[config.mk]
export PLATFORM = sky130hd
export DESIGN_NAME = irtx_line_front
export DESIGN_NICKNAME = d
export VERILOG_FILES = /design/src/rtl/irtx_pkg.sv /design/src/rtl/irtx_subphase.sv /design/src/rtl/irtx_framer.sv /design/src/rtl/irtx_pin_stage.sv /design/src/rtl/irtx_line_front.sv
export SDC_FILE = /design/constraint.sdc
export NUM_CORES = 1
export LEC_CHECK = 0
export CORE_MARGIN = 4
export CORE_UTILIZATION = 30
export DETAILED_ROUTE_END_ITERATION = 8
export PLACE_DENSITY = 0.47
export SKIP_LAST_GASP = 1
export SLEW_MARGIN = 20
export SYNTH_ARGS = -nofsm -noshare
export SYNTH_HDL_FRONTEND = slang
export SYNTH_SLANG_ARGS = --single-unit
[constraint.sdc]
create_clock -name clk -period 2.12 [get_ports clk]
set_input_delay 0.424 -clock clk [delete_from_list [all_inputs] [get_ports clk]]
set_output_delay 0.424 -clock clk [all_outputs]
set_load 0.05 [all_outputs]
[src/rtl/irtx_pkg.sv]
package irtx_pkg;
  typedef enum logic [1:0] {
    LM_WIRE  = 2'd0,
    LM_SIR   = 2'd1,
    LM_SHARP = 2'd2,
    LM_WIRE2 = 2'd3
  } line_mode_e;
endpackage

[src/rtl/irtx_subphase.sv]
module irtx_subphase #(
  parameter int SUB_PER_BIT = 16,
  parameter int PULSE_SUBS  = 3
) (
  input  logic clk,
  input  logic rst_n,
  input  logic os_tick,
  output logic bit_end,
  output logic pulse_win,
  output logic carrier
);
  localparam int PHW = (SUB_PER_BIT > 1) ? $clog2(SUB_PER_BIT) : 1;
  localparam logic [PHW-1:0] LAST = PHW'(SUB_PER_BIT - 1);
  localparam logic [PHW-1:0] PLIM = PHW'(PULSE_SUBS);

  logic [PHW-1:0] phase;

  always_ff @(posedge clk or negedge rst_n) begin
    if (!rst_n) phase <= '0;
    else if (os_tick) phase <= (phase == LAST) ? '0 : phase + 1'b1;
  end

  assign bit_end   = os_tick && (phase == LAST);
  assign pulse_win = phase < PLIM;
  assign carrier   = phase[0];
endmodule

[src/rtl/irtx_framer.sv]
module irtx_framer #(
  parameter int DATA_W = 8
) (
  input  logic              clk,
  input  logic              rst_n,
  input  logic              bit_end,
  input  logic [DATA_W-1:0] in_data,
  input  logic              in_valid,
  output logic              in_ready,
  input  logic              par_en,
  input  logic              par_stick,
  input  logic              par_even,
  output logic              line_bit,
  output logic              empty
);
  localparam int FW = DATA_W + 3;
  localparam int CW = $clog2(FW + 1);

  logic              pend, active, par_bit;
  logic [DATA_W-1:0] hold;
  logic [FW-1:0]     shreg, frame_word;
  logic [CW-1:0]     cnt;

  always_comb begin
    unique case ({par_stick, par_even})
      2'b01:   par_bit = ^hold;
      2'b00:   par_bit = ~^hold;
      2'b11:   par_bit = 1'b0;
      default: par_bit = 1'b1;
    endcase
    frame_word = {1'b1, (par_en ? par_bit : 1'b1), hold, 1'b0};
  end

  always_ff @(posedge clk or negedge rst_n) begin
    if (!rst_n) begin
      pend   <= 1'b0;
      active <= 1'b0;
      hold   <= '0;
      shreg  <= '1;
      cnt    <= '0;
    end else begin
      if (in_valid && !pend) begin
        pend <= 1'b1;
        hold <= in_data;
      end
      if (bit_end) begin
        if (active && cnt > CW'(1)) begin
          shreg <= {1'b1, shreg[FW-1:1]};
          cnt   <= cnt - 1'b1;
        end else if (pend) begin
          shreg  <= frame_word;
          cnt    <= par_en ? CW'(FW) : CW'(FW - 1);
          active <= 1'b1;
          pend   <= 1'b0;
        end else begin
          active <= 1'b0;
        end
      end
    end
  end

  assign in_ready = !pend;
  assign line_bit = active ? shreg[0] : 1'b1;
  assign empty    = !pend && !active;
endmodule

[src/rtl/irtx_pin_stage.sv]
module irtx_pin_stage
  import irtx_pkg::*;
(
  input  logic       clk,
  input  logic       rst_n,
  input  logic [1:0] mode,
  input  logic       sharp_mod_en,
  input  logic       brk,
  input  logic       line_bit,
  input  logic       pulse_win,
  input  logic       carrier,
  output logic       tx_wire,
  output logic       ir_tx
);
  logic sym_on, nxt_wire, nxt_ir;

  always_comb begin
    sym_on   = brk | ~line_bit;
    nxt_wire = 1'b1;
    nxt_ir   = 1'b0;
    unique case (line_mode_e'(mode))
      LM_SIR:   nxt_ir = sym_on & pulse_win;
      LM_SHARP: nxt_ir = sharp_mod_en ? (sym_on & carrier) : sym_on;
      default:  nxt_wire = line_bit & ~brk;
    endcase
  end

  always_ff @(posedge clk or negedge rst_n) begin
    if (!rst_n) begin
      tx_wire <= 1'b1;
      ir_tx   <= 1'b0;
    end else begin
      tx_wire <= nxt_wire;
      ir_tx   <= nxt_ir;
    end
  end
endmodule

[src/rtl/irtx_line_front.sv]
module irtx_line_front #(
  parameter int DATA_W      = 8,
  parameter int SUB_PER_BIT = 16,
  parameter int PULSE_SUBS  = 3
) (
  input  logic              clk,
  input  logic              rst_n,
  input  logic              os_tick,
  input  logic [DATA_W-1:0] in_data,
  input  logic              in_valid,
  output logic              in_ready,
  input  logic [1:0]        mode,
  input  logic              sharp_mod_en,
  input  logic              par_en,
  input  logic              par_stick,
  input  logic              par_even,
  input  logic              brk,
  output logic              tx_wire,
  output logic              ir_tx,
  output logic              tx_empty
);
  logic bit_end, pulse_win, carrier, line_bit;

  irtx_subphase #(.SUB_PER_BIT(SUB_PER_BIT), .PULSE_SUBS(PULSE_SUBS)) u_phase (
    .clk(clk), .rst_n(rst_n), .os_tick(os_tick),
    .bit_end(bit_end), .pulse_win(pulse_win), .carrier(carrier)
  );

  irtx_framer #(.DATA_W(DATA_W)) u_framer (
    .clk(clk), .rst_n(rst_n), .bit_end(bit_end),
    .in_data(in_data), .in_valid(in_valid), .in_ready(in_ready),
    .par_en(par_en), .par_stick(par_stick), .par_even(par_even),
    .line_bit(line_bit), .empty(tx_empty)
  );

  irtx_pin_stage u_pins (
    .clk(clk), .rst_n(rst_n), .mode(mode), .sharp_mod_en(sharp_mod_en),
    .brk(brk), .line_bit(line_bit), .pulse_win(pulse_win), .carrier(carrier),
    .tx_wire(tx_wire), .ir_tx(ir_tx)
  );
endmodule

---- Yosys cells after proc, flatten, opt, wreduce, memory -nomap -nowiden ----
Cells that the tools add are included.
storage, ports and cells
  bits in registers ....................... 31
  ROM bits ................................ 0
  RAM bits ................................ 0
  bits of input ports ..................... 19
  bits in latches ......................... 0
  memories kept ........................... 0
  word-level logic and storage cells ...... 54
  output and inout port bits .............. 4
operators by class
  mux-type cells .......................... 17
  div/mod/pow operators ................... 0
  reductions and logical operators ........ 13
  equal/unequal tests ..................... 5
  add/sub/neg operators ................... 2
  bitwise logic cells ..................... 7
  multiply operators ...................... 0
  order comparisons ....................... 2
  shifts and indexed selects .............. 0
operator list
  cell                                                  count
  two-way mux 11 bit                                    2
  two-way mux 4 bit                                     3
  two-way mux 1 bit                                     10
  XNOR reduction 8 bit                                  1
  XOR reduction 8 bit                                   1
  adder 4 x 1 -> 4 bit (second input constant)          1
  equality test 2 x 1 -> 1 bit (second input constant)  2
  equality test 2 bit (second input constant)           2
  equality test 4 bit (second input constant)           1
  > comparator 4 x 1 -> 1 bit (second input constant)   1
  logical AND 1 bit                                     4
  < comparator 4 x 2 -> 1 bit (second input constant)   1
  AND reduction 2 bit                                   2
  subtractor 4 x 1 -> 4 bit (second input constant)     1
  bitwise AND 1 bit                                     3
  inverter 1 bit                                        3
  case mux 1 bit (3 select lines)                       1
  logical NOT 1 bit                                     2
  logical NOT 2 bit                                     1
  case mux 1 bit (2 select lines)                       1
  nonzero test 2 bit                                    1
  OR reduction 2 bit                                    1
  bitwise OR 1 bit                                      1

---- Longest topological paths before layout ----
Gate-level depths: netlist (run 1).
  depth in word-level cells ............... 6
  mapped depth ............................ 8
  gate-level depth less buffers ........... 7

---- Hierarchy ----
A second synthesis (run 1) with hierarchy kept.
second synthesis, totals
  cells, all modules ...................... 137
  area, all modules ....................... 1531.5 um^2
modules (own cells, without submodules)
  module          area each (um^2)  cells each  instances  sequential area each (um^2)
  irtx_framer     1197.4            109         1          613.1
  irtx_subphase   198.9             17          1          100.1
  irtx_pin_stage  135.1             11          1          51.3

---- Least setup slack after synthesis (run 1) ----
OpenSTA, ideal clock, no wires.
  path kind ............................... register to register
  from .................................... register u_framer.cnt[0]
  to ...................................... register u_framer.cnt[2]
  path buffers ............................ 1
  arrival time ............................ 1.501 ns
  stages on the path, launching flop included .. 9
  setup slack ............................. 0.497 ns
  setup time .............................. 0.121 ns
  cells stage by stage .................... dfrtp_1 -> inv_1 -> ha_1 -> nor2_1 -> o31a_1 -> o21ai_4 -> buf_4 -> nand2_1 -> o21ai_1
between the ends
  word-level cells in the longest chain between the ends .. 4
ends and longest elaborated chain
  what                           line               RTL
  start, declared                irtx_framer.sv:22  logic [CW-1:0] cnt;
  start signal, assigned         irtx_framer.sv:49  cnt <= cnt - 1'b1;
  start signal, assigned         irtx_framer.sv:52  cnt <= par_en ? CW'(FW) : CW'(FW - 1);
  > comparator 4 x 1 -> 1 bit    irtx_framer.sv:47  if (active && cnt > CW'(1)) begin
  logical AND 1 bit              irtx_framer.sv:47
  nonzero test 2 bit (no line)   -
  AND reduction 2 bit (no line)  -
Parallel ways exist; a longest one is shown, timed or not.
A chain may end at the register's enable or synchronous reset.

---- Worst setup path in the final report (run 1) ----
  from .................................... register u_pins.tx_wire
  to ...................................... output port tx_wire
RTL lines
  what                    line                   RTL
  start, declared         irtx_pin_stage.sv:12   output logic tx_wire,
  start signal, assigned  irtx_pin_stage.sv:33   tx_wire <= nxt_wire;
  end, declared           irtx_line_front.sv:18  output logic tx_wire,
No word-level cell between the ends.

==> out/results.ini, run 1 <==
[worst_setup_path]
critPathTopFamily = buffers and inverters
path_max_fanout = 1
ff2ff_setup_slack_ns = 0.35
worstSetupPathType = reg2out
slowest_delay_ns = 0.79
slowest_stage = clkdlybuf4s50_1
endpoint_kind = output pin
r2r_cells = 6
crit-reg2reg-launch = u_framer.cnt[0]
arrival_ns = 1.59
worstReg2RegEnd = u_framer.shreg[5]
path_buf_inv = 1
critPathLaunchType = flip-flop
worstPathRequired_ns = 1.70
critical_path.cell_chain = clkdlybuf4s50_1

[hold_path]
hp-class = reg2reg
min_to = u_framer.shreg[8]
worst_hold_path.num_cells = 2
hp-start = u_framer.shreg[8]

[logic_synthesis]
synth_area_leaders = dfrtp_1 (31%), dfstp_2 (19%), mux2_2 (6.7%), mux2i_1 (6.6%), ha_1 (4.1%)
synth_area_per_cell_um2 = 10.89
syn_nets = 164
ys_seq_area_share_pct = 50.16
syn_inst = 140
syn_area_um2 = 1524
synth_area_leader_cell = dfrtp_1
ys_ff_latch = 30
synthDistinctLibCells = 30
synth_top_area_share_pct = 31.20
yosys_warnings = 0

[power]
report.power.total_uw = 2572
p_per_area_nw_per_um2 = 1347
p_leak_uw = 0.0008000
irDropWorstVdd_mv = 0.5727

[floorplanning]
io_pins = 23
die_h_um = 79.28
start_util_pct = 31.64
rows = 25
die_width_um = 79.28
dieArea_um2 = 6285
coreArea_um2 = 4817

[clock_tree]
cts-root-buf = clkbuf_8
post_cts_buffers = 0
clk_latency_ns = 0.29
post_cts_resized = 0
hold_buffers = 0
cts_tree = built
clkTransAtPathRegs_ns = 0.07
clock_sinks = 30
numCtsBuffers = 5
clk_path_buf_depth = 2
htree_num_levels = 2

[sta]
slew_headroom_pct = 66.82
finalHoldViolCount = 0
fin_skew_ns = 0.007066
tightest_slew_ns = 0.4961
max_freq_ghz = 0.4969
slew_viol_final = 0
finalSetupTns_ns = 0
post-route-period-util_pct = 94.92
fin_crit_ns = 2.012
setup_viol = 0
rsz0062_at_grt = no
hold_ws_ns = 0.4644

[final_layout]
utilization_pct = 39.64
fin_nets = 194
final_cells = 238
synthToLayoutAreaGrowth_pct = 25.29
layout_common_cells = clkdlybuf4s50_1 (20), dfrtp_1 (19), nand2_1 (14), o21ai_0 (11), dfstp_2 (11)
num_antenna_cells = 0
drive_above_1_share_pct = 21.64
mostFrequentLayoutCell = clkdlybuf4s50_1

[placement]
dpl.cell_count = 230
port_buffers = 22
place.gp.congestion = 0.7977
hpwl_um = 2202

[grt]
antenna_found_initial = 0
grt_max_degree = 31
grt_pass1_wl_um = 5402
grt_use_total_pct = 11.19
grt_pass1_vias = 1219
grt_overflow = 0

[route]
drt-pass1-iter-count = 4
wire_per_inst_um = 12.67
drt_iter0_drc = 84
vias = 1090
avgViaCountPerCell = 4.580
drt-total-wl_um = 3015
ant_nets = 0
drc = 0

[run_status]
status = complete, no violations

[job]
cap_violations = 0

where the power goes:
| part | total, uW | internal, uW | switching [uW] |
|---|---|---|---|
| clock network | 435 | 227 | 208 |
| logic | 1020 | 523 | 496 |
| registers | 1120 | 883 | 235 |
| total | 2570 | 1630 | 940 |
through the flow:
step | cell area, um2 | setup slack, ns
3_5_place_dp | 1827 | 0.1606
6_report | 1909 | 0.1077
4_1_cts | 1909 | 0.08907
3_3_place_gp | 1827 | 0.2279
5_1_grt | 1909 | 0.08001
2_1_floorplan | 1524 | 0.4973
cell type report:
class	instances	area [um2]
Clock buffer	6	72.57
Fill cell	485	2908
Tap cell	67	83.83
Timing Repair Buffer	27	252.7
Multi-Input combinational cell	100	703.2
Clock inverter	2	10.01
Sequential cell	30	764.5
Inverter	6	22.52
worst register-to-register path, cell delays in order (launching register included):
cell and delay, ns:
dfrtp_1 0.43, inv_1 0.08, ha_1 0.18, nor2_1 0.10, o31a_1 0.33, o21ai_4 0.37, o21ai_0 0.18
worst max-delay path by stage:
stage	slack (ns)	startpoint	cells past startpoint	endpoint
6_report	0.11	u_pins.tx_wire	1	tx_wire
2_1_floorplan	0.50	u_framer.cnt[0]	8	u_framer.cnt[2]
4_1_cts	0.09	u_pins.tx_wire	1	tx_wire
3_3_place_gp	0.23	os_tick	6	u_framer.shreg[9]
5_1_grt	0.08	u_pins.tx_wire	1	tx_wire
3_5_place_dp	0.16	os_tick	5	u_framer.shreg[5]
registers in the layout, indices dropped and copies added (netlist names):
signal / count
u_framer.shreg: 10
u_framer.hold: 8
u_framer.cnt: 4
u_phase.phase: 4
u_framer.active: 1
u_framer.pend: 1
u_pins.ir_tx: 1
u_pins.tx_wire: 1
Yosys cell counts, drive strengths merged:
master / count
nor2b: 1
nor2: 11
o21ai: 16
xor2: 2
clkbuf: 1
a21oi: 7
nand2b: 2
mux2i: 10
buf: 3
nor3: 2
inv: 6
nand2: 14
ha: 5
mux2: 9
dfstp: 11
nand3: 3
o31a: 1
nand4: 4
dfrtp: 19
o31ai: 1
nor4b: 1
o41ai: 1
o22ai: 1
a32oi: 1
a31oi: 1
xnor2: 7
cells by family after synthesis:
group | after synthesis | synth area share, %
buffers and inverters | 10 | 3.694
and+or+nand+nor | 38 | 11.41
DFF | 30 | 50.16
xor gates and xnor gates | 9 | 5.173
muxes | 19 | 13.22
adders and majority gates | 5 | 4.105
AOI/OAI and AO/OA | 29 | 12.23
layer usage:
layer / track usage [%] / vias to the layer above / wire, um
met5: 0 / - / 0
met4: 5.842 / 0 / 49
met3: 3.855 / 5 / 181
met2: 18.77 / 20 / 1419
met1: 12.48 / 516 / 1364
li1: - / 549 / -
Note: power is estimated with default switching activity, not from simulation.
==> inputs of run 2 (changes only) <==
--- a/config.mk
+++ b/config.mk
@@ -10,7 +10,7 @@
 export DETAILED_ROUTE_END_ITERATION = 8
 export PLACE_DENSITY = 0.47
 export SKIP_LAST_GASP = 1
-export SLEW_MARGIN = 20
+export SLEW_MARGIN = 0
 export SYNTH_ARGS = -nofsm -noshare
 export SYNTH_HDL_FRONTEND = slang
 export SYNTH_SLANG_ARGS = --single-unit
==> results of run 2 <==
Final layout, timing and power as in run 1 (identical DEF).
